## src/rtl/lrs_pkg.sv

```systemverilog
package lrs_pkg;
  localparam int SIZE_W = 3;
  localparam int PROT_W = 3;

  typedef enum logic [1:0] {
    RSP_OKAY   = 2'b00,
    RSP_EXOKAY = 2'b01,
    RSP_SLVERR = 2'b10,
    RSP_DECERR = 2'b11
  } bus_resp_e;
endpackage

```

## src/rtl/lrs_addr_dec.sv

```systemverilog
module lrs_addr_dec #(
  parameter int ADDR_W   = 8,
  parameter int DATA_W   = 32,
  parameter int NUM_REGS = 4,
  localparam int NB      = DATA_W / 8,
  localparam int LSB     = $clog2(NB),
  localparam int IDX_W   = (NUM_REGS > 1) ? $clog2(NUM_REGS) : 1
) (
  input  logic [ADDR_W-1:0]          addr,
  input  logic [lrs_pkg::SIZE_W-1:0] size,
  output logic [IDX_W-1:0]           idx,
  output logic                       in_range,
  output logic [NB-1:0]              lane_win
);

  function automatic logic word_in_map(input logic [ADDR_W-1:0] a);
    logic [ADDR_W-1:0] word;
    word = a >> LSB;
    return word < ADDR_W'(NUM_REGS);
  endfunction

  function automatic logic [NB-1:0] window(input logic [lrs_pkg::SIZE_W-1:0] sz,
                                           input logic [LSB-1:0] low);
    logic [NB-1:0] w;
    for (int i = 0; i < NB; i++) begin
      if (int'(sz) >= LSB) w[i] = 1'b1;
      else                 w[i] = ((LSB'(i) ^ low) >> sz) == '0;
    end
    return w;
  endfunction

  assign idx      = addr[LSB +: IDX_W];
  assign in_range = word_in_map(addr);
  assign lane_win = window(size, addr[LSB-1:0]);

endmodule

```

## src/rtl/lrs_reg_bank.sv

```systemverilog
module lrs_reg_bank #(
  parameter int DATA_W   = 32,
  parameter int NUM_REGS = 4,
  localparam int NB      = DATA_W / 8,
  localparam int IDX_W   = (NUM_REGS > 1) ? $clog2(NUM_REGS) : 1
) (
  input  logic                       clk,
  input  logic                       rst_n,
  input  logic                       wr_go,
  input  logic [IDX_W-1:0]           wr_idx,
  input  logic [DATA_W-1:0]          wr_data,
  input  logic [NB-1:0]              wr_lanes,
  output logic [NUM_REGS*DATA_W-1:0] regs_flat,
  output logic [NUM_REGS-1:0]        hit_vec
);

  function automatic logic [DATA_W-1:0] merge(input logic [DATA_W-1:0] old_w,
                                              input logic [DATA_W-1:0] new_w,
                                              input logic [NB-1:0]     lanes);
    logic [DATA_W-1:0] r;
    r = old_w;
    for (int b = 0; b < NB; b++)
      if (lanes[b]) r[8*b +: 8] = new_w[8*b +: 8];
    return r;
  endfunction

  for (genvar r = 0; r < NUM_REGS; r++) begin : g_reg
    logic [DATA_W-1:0] q;

    assign hit_vec[r] = wr_go && (wr_idx == IDX_W'(r));

    always_ff @(posedge clk) begin
      if (!rst_n)          q <= '0;
      else if (hit_vec[r]) q <= merge(q, wr_data, wr_lanes);
    end

    assign regs_flat[r*DATA_W +: DATA_W] = q;
  end

endmodule

```

## src/rtl/lrs_rd_path.sv

```systemverilog
module lrs_rd_path #(
  parameter int DATA_W   = 32,
  parameter int NUM_REGS = 4,
  localparam int NB      = DATA_W / 8,
  localparam int IDX_W   = (NUM_REGS > 1) ? $clog2(NUM_REGS) : 1
) (
  input  logic                       clk,
  input  logic                       rst_n,
  input  logic                       rd_go,
  input  logic [IDX_W-1:0]           rd_idx,
  input  logic                       rd_keep,
  input  logic [NB-1:0]              rd_lanes,
  input  logic [NUM_REGS*DATA_W-1:0] regs_flat,
  output logic [DATA_W-1:0]          rd_data
);

  function automatic logic [DATA_W-1:0] keep_lanes(input logic [DATA_W-1:0] w,
                                                   input logic [NB-1:0]     lanes);
    logic [DATA_W-1:0] r;
    for (int b = 0; b < NB; b++)
      r[8*b +: 8] = lanes[b] ? w[8*b +: 8] : 8'h00;
    return r;
  endfunction

  logic [DATA_W-1:0] sel_word;
  logic [DATA_W-1:0] next_data;

  always_comb begin
    sel_word = '0;
    for (int r = 0; r < NUM_REGS; r++)
      if (rd_idx == IDX_W'(r)) sel_word = regs_flat[r*DATA_W +: DATA_W];
  end

  assign next_data = rd_keep ? keep_lanes(sel_word, rd_lanes) : '0;

  always_ff @(posedge clk) begin
    if (!rst_n)     rd_data <= '0;
    else if (rd_go) rd_data <= next_data;
  end

endmodule

```

## src/rtl/lrs_resp_pipe.sv

```systemverilog
module lrs_resp_pipe (
  input  logic             clk,
  input  logic             rst_n,
  input  logic             wr_vld,
  input  logic             rd_vld,
  output logic             wr_rsp_vld,
  output lrs_pkg::bus_resp_e wr_rsp,
  output logic             rd_rsp_vld,
  output lrs_pkg::bus_resp_e rd_rsp,
  output logic             rd_last
);
  import lrs_pkg::*;

  always_ff @(posedge clk) begin
    if (!rst_n) begin
      wr_rsp_vld <= 1'b0;
      wr_rsp     <= RSP_OKAY;
    end else begin
      wr_rsp_vld <= wr_vld;
      wr_rsp     <= RSP_OKAY;
    end
  end

  always_ff @(posedge clk) begin
    if (!rst_n) begin
      rd_rsp_vld <= 1'b0;
      rd_last    <= 1'b0;
      rd_rsp     <= RSP_OKAY;
    end else begin
      rd_rsp_vld <= rd_vld;
      rd_last    <= rd_vld;
      rd_rsp     <= RSP_OKAY;
    end
  end

endmodule

```

## src/rtl/lite_regfile_slave.sv

```systemverilog
module lite_regfile_slave #(
  parameter int       DATA_W       = 32,
  parameter int       ADDR_W       = 8,
  parameter int       NUM_REGS     = 4,
  parameter bit [2:0] WR_PROT_MASK = 3'b000,
  parameter bit [2:0] RD_PROT_MASK = 3'b000,
  localparam int      NB           = DATA_W / 8
) (
  input  logic              clk,
  input  logic              rst_n,
  input  logic              wr_vld,
  input  logic [ADDR_W-1:0] wr_addr,
  input  logic [DATA_W-1:0] wr_data,
  input  logic [NB-1:0]     wr_strb,
  input  logic [2:0]        wr_size,
  input  logic [2:0]        wr_prot,
  output logic              wr_rsp_vld,
  output logic [1:0]        wr_rsp,
  input  logic              rd_vld,
  input  logic [ADDR_W-1:0] rd_addr,
  input  logic [2:0]        rd_size,
  input  logic [2:0]        rd_prot,
  output logic              rd_rsp_vld,
  output logic [DATA_W-1:0] rd_data,
  output logic [1:0]        rd_rsp,
  output logic              rd_last
);
  import lrs_pkg::*;

  localparam int IDX_W = (NUM_REGS > 1) ? $clog2(NUM_REGS) : 1;

  logic [IDX_W-1:0]           wr_idx, rd_idx;
  logic                       wr_in_range, rd_in_range;
  logic [NB-1:0]              wr_win, rd_win;
  logic                       wr_blocked, rd_blocked;
  logic                       wr_go;
  logic [NB-1:0]              wr_lane_en;
  logic [NUM_REGS-1:0]        wr_hit_vec;
  logic [NUM_REGS*DATA_W-1:0] regs_flat;
  bus_resp_e                  wr_rsp_e, rd_rsp_e;

  lrs_addr_dec #(.ADDR_W(ADDR_W), .DATA_W(DATA_W), .NUM_REGS(NUM_REGS)) u_wr_dec (
    .addr(wr_addr), .size(wr_size),
    .idx(wr_idx), .in_range(wr_in_range), .lane_win(wr_win)
  );

  lrs_addr_dec #(.ADDR_W(ADDR_W), .DATA_W(DATA_W), .NUM_REGS(NUM_REGS)) u_rd_dec (
    .addr(rd_addr), .size(rd_size),
    .idx(rd_idx), .in_range(rd_in_range), .lane_win(rd_win)
  );

  assign wr_blocked = (wr_prot & WR_PROT_MASK) != 3'b000;
  assign rd_blocked = (rd_prot & RD_PROT_MASK) != 3'b000;
  assign wr_go      = wr_vld && wr_in_range && !wr_blocked;
  assign wr_lane_en = wr_strb & wr_win;

  lrs_reg_bank #(.DATA_W(DATA_W), .NUM_REGS(NUM_REGS)) u_bank (
    .clk(clk), .rst_n(rst_n),
    .wr_go(wr_go), .wr_idx(wr_idx), .wr_data(wr_data), .wr_lanes(wr_lane_en),
    .regs_flat(regs_flat), .hit_vec(wr_hit_vec)
  );

  lrs_rd_path #(.DATA_W(DATA_W), .NUM_REGS(NUM_REGS)) u_rd (
    .clk(clk), .rst_n(rst_n),
    .rd_go(rd_vld), .rd_idx(rd_idx), .rd_keep(rd_in_range && !rd_blocked),
    .rd_lanes(rd_win), .regs_flat(regs_flat), .rd_data(rd_data)
  );

  lrs_resp_pipe u_resp (
    .clk(clk), .rst_n(rst_n), .wr_vld(wr_vld), .rd_vld(rd_vld),
    .wr_rsp_vld(wr_rsp_vld), .wr_rsp(wr_rsp_e),
    .rd_rsp_vld(rd_rsp_vld), .rd_rsp(rd_rsp_e), .rd_last(rd_last)
  );

  assign wr_rsp = wr_rsp_e;
  assign rd_rsp = rd_rsp_e;

endmodule

```

## config.mk

```make
export PLATFORM = sky130hd
export DESIGN_NAME = lite_regfile_slave
export DESIGN_NICKNAME = d
export VERILOG_FILES = /design/src/rtl/lrs_pkg.sv /design/src/rtl/lrs_addr_dec.sv /design/src/rtl/lrs_reg_bank.sv /design/src/rtl/lrs_rd_path.sv /design/src/rtl/lrs_resp_pipe.sv /design/src/rtl/lite_regfile_slave.sv
export SDC_FILE = /design/constraint.sdc
export NUM_CORES = 1
export LEC_CHECK = 0
export CORE_MARGIN = 2
export CORE_UTILIZATION = 43
export DETAILED_ROUTE_END_ITERATION = 10
export PLACE_DENSITY = 0.68
export SYNTH_ARGS = -nofsm -noshare
export SYNTH_HDL_FRONTEND = slang
export SYNTH_SLANG_ARGS = --single-unit
```

## constraint.sdc

```tcl
create_clock -name clk -period 2.1 [get_ports clk]
set_clock_uncertainty 0.15 [all_clocks]
set_input_delay 0.42 -clock clk [delete_from_list [all_inputs] [get_ports clk]]
set_output_delay 0.42 -clock clk [all_outputs]
set_load 0.03 [all_outputs]
```

==> flow_metrics.py <==
metrics = {
    "detailed_routing": {
        "via_count": 5184,
        "viasPerCell": 5.11,
        "ant_nets": 0,
        "route.detailed.drc": 0,
        "drt_iter0_markers": 246,
        "wirelength_mm": 16.6,
        "post_drt_wl_per_cell_um": 16.3,
        "firstDrtPassIters": 4,
    },
    "clocking": {
        "cts_buffers": 17,
        "clock_path_buffers": 2,
        "root_buffer": "clkbuf_16",
        "cts_setup_buffers": 0,
        "postCtsHoldBufs": 0,
        "h-tree-depth": 4,
        "insertion_delay_ps": 420,
        "numClockSinks": 162,
        "ctsResizeCount": 0,
        "path_clk_slew_ps": 60,
        "cts_tree": "yes",
    },
    "die": {
        "initial_core_util_pct": 44.2,
        "die_w_um": 132,
        "die_h_um": 132,
        "core_um2": 16000,
        "io_pins": 107,
        "dieArea_um2": 17500,
        "rows": 46,
    },
    "placement": {
        "io_buffers": 96,
        "place_congestion": 0.731,
        "placedCellCount": 981,
        "hpwl_mm": 11.3,
        "post_dp_cell_area_um2": 8540,
    },
    "sta": {
        "fin_crit_ps": 2040,
        "finalHoldViolations": 0,
        "min_period_over_period_pct": 97.1,
        "slew_viol_final": 0,
        "setup_violations": 0,
        "timing.hold.ws_ps": 306,
        "rsz0062_at_grt": "no",
        "timing.fmax_mhz": 490,
    },
    "grt": {
        "antenna_found_initial": 0,
        "grt_max_degree": 98,
        "grt_pass1_wl_mm": 27.5,
        "grt_pass1_vias": 5497,
        "grt_usage_pct": 19.7,
        "grt-ovfl-total": 0,
    },
    "cells_and_area": {
        "final_util_pct": 57.4,
        "stdcell_area_um2": 9190,
        "drive_gt1_share_pct": 15.1,
        "final_net_count": 852,
        "syn2layout_area_growth_pct": 29.9,
        "layoutNonFillerInstCount": 1014,
    },
    "min_path": {
        "min_path_cells": 2,
        "worstHoldStart": "u_bank.g_reg[1].q[13]$_SDFFE_PN0P_",
        "hp-class": "reg2reg",
        "whs_endpoint": "u_bank.g_reg[1].q[13]$_SDFFE_PN0P_",
    },
    "worst_setup_path": {
        "rrSetupSlack_ps": 710,
        "reg2reg_depth": 3,
        "path_cells": "clkdlybuf4s50_1 > or3b_4 > nor4b_4 > buf_4 > nand2_2 > mux2i_1",
        "cp-end-kind": "flop",
        "r2r-end": "u_rd.rd_data[4]$_SDFFE_PN0P_",
        "startpoint_type": "input port",
        "cp.arrival_ps": 2190,
        "required_ps": 2250,
        "path_max_fanout": 8,
        "slowest_delay_ps": 460,
        "reg2reg_from": "u_bank.g_reg[3].q[4]$_SDFFE_PN0P_",
        "crit_type": "in2reg",
        "cp-startpoint": "wr_vld",
        "cpMaxStageDelayCell": "clkdlybuf4s50_1",
    },
    "power_and_ir_drop": {
        "ir_worst_vdd_mv": 0.584,
        "leakage_uw": 0.00409,
        "power_density_nw_per_um2": 749,
        "power_uw": 6880,
    },
    "synthesis": {
        "seq_area_frac_synth_pct": 45.9,
        "syn_avg_cell_area_um2": 10.5,
        "ys_ff_latch": 162,
        "yosysWarnings": 0,
        "synth_area_um2": 7070,
        "syn-instance-count": 672,
        "synth_cell_type_count": 32,
    },
    "job": {
        "maxCapViolations": 0,
    },
    "status": {
        "outcome": "completed",
    },
}
## worst max-delay path: cells and delay by family
family | cells | cell delay, ps
buffers and inverters | 2 | 670
and+or+nand+nor | 3 | 920
muxes | 1 | 180
## metal layers
| layer | up-vias | wire length [um] | global-route usage, % |
|---|---|---|---|
| met3 | 20 | 626 | 4.19 |
| met4 | 0 | 207 | 6.75 |
| li1 | 2536 | - | - |
| met1 | 2530 | 7240 | 24.1 |
| met5 | - | 0 | 0 |
| met2 | 98 | 8480 | 34.5 |
## worst max-delay path by stage
| stage | slack, ps | cells after the start | endpoint |
|---|---|---|---|
| final | 60 | 6 | u_bank.g_reg[2].q[11]$_SDFFE_PN0P_ |
| after global routing | 10 | 6 | u_bank.g_reg[0].q[12]$_SDFFE_PN0P_ |
| after CTS | 50 | 1 | rd_data[26] |
| after detailed placement | -380 | 6 | u_bank.g_reg[2].q[11]$_SDFFE_PN0P_ |
| after global placement | -350 | 6 | u_bank.g_reg[2].q[10]$_SDFFE_PN0P_ |
| after floorplan | 40 | 5 | u_rd.rd_data[10]$_SDFFE_PN0P_ |
## cells in the mapped netlist
cell	instances	share of area, %
nor4_4	2	0.60
clkbuf_1	28	1.5
nor4_1	2	0.18
o21bai_1	1	0.11
nor3b_1	24	2.5
mux4_2	32	10
or3b_4	1	0.16
o311ai_1	2	0.25
a211oi_1	1	0.11
o21a_1	25	2.7
nand2_1	162	8.6
inv_1	19	1.0
nand2b_1	1	0.089
o22ai_1	8	0.71
nand2_2	8	0.71
and2_1	10	0.88
buf_4	5	0.53
a21boi_1	2	0.21
conb_1	1	0.053
nand3_4	2	0.50
nor3_1	1	0.071
o21ai_0	1	0.071
buf_2	7	0.50
dfxtp_1	162	46
nor2_1	1	0.053
nor4b_4	1	0.34
mux2i_1	128	18
nor2b_1	25	2.2
nor3_2	1	0.14
or2_2	1	0.089
nand3_2	6	0.85
o21ai_1	2	0.14
## registers in the layout, indices dropped and copies added (netlist names)
name,count
u_rd.rd_data,32
u_resp.rd_rsp_vld,1
u_bank.g.q,128
u_resp.wr_rsp_vld,1
## power by group
| group | internal, uW | switching (uW) | total [uW] |
|---|---|---|---|
| clock | 2170 | 1200 | 3370 |
| combinational | 200 | 230 | 429 |
| sequential | 3080 | 3.16 | 3080 |
| total | 5450 | 1430 | 6880 |
## cell families after synthesis
family / synth area share (%)
multiplexers: 28.3
AO/OA/AOI/OAI: 4.25
other: 0.0530
AND/OR/NAND/NOR: 18.0
buffers and inverters: 3.52
flip-flops: 45.9
## cells in the final DEF, fill, tap and decap left out, types with 2 or more instances in the layout
cell             Yosys  final
nand2_1            162    162
o21ai_1              2      2
nand3_4              2      2
nor4_1               2      2
o21a_1              25     25
and2_1              10     10
nor3b_1             24     24
conb_1               1      4
clkbuf_8             0      2
o22ai_1              8      8
dfxtp_1            162    162
buf_4                5     23
clkinv_2             0      3
nand2_2              8      8
mux4_2              32     32
buf_12               0     12
nor4_4               2      2
clkbuf_1            28      3
mux2i_1            128    128
nand3_2              6      6
clkdlybuf4s50_1      0     94
clkinvlp_4           0      2
nor2b_1             25     25
clkbuf_16            0     17
inv_1               19     19
bufinv_16            0      5
a21boi_1             2      2
## cell type report
cell class              count  area [um^2]
multi-input cells         454         3600
inverters                  19         71.3
clock inverters            10          180
fillers                  1371         6810
clock buffers              22          464
well taps                 216          270
flip-flops and latches    162         3240
repair buffers            130         1360
diodes                      1         2.50
## per-stage QoR
stage	TNS, ps	worst slack [ps]
final	0	61.1
after global routing	0	14.9
after CTS	0	46.1
after detailed placement	-42950	-380
after global placement	-40990	-348
after floorplan	0	40.4
Note: power is estimated with default switching activity, not from simulation.
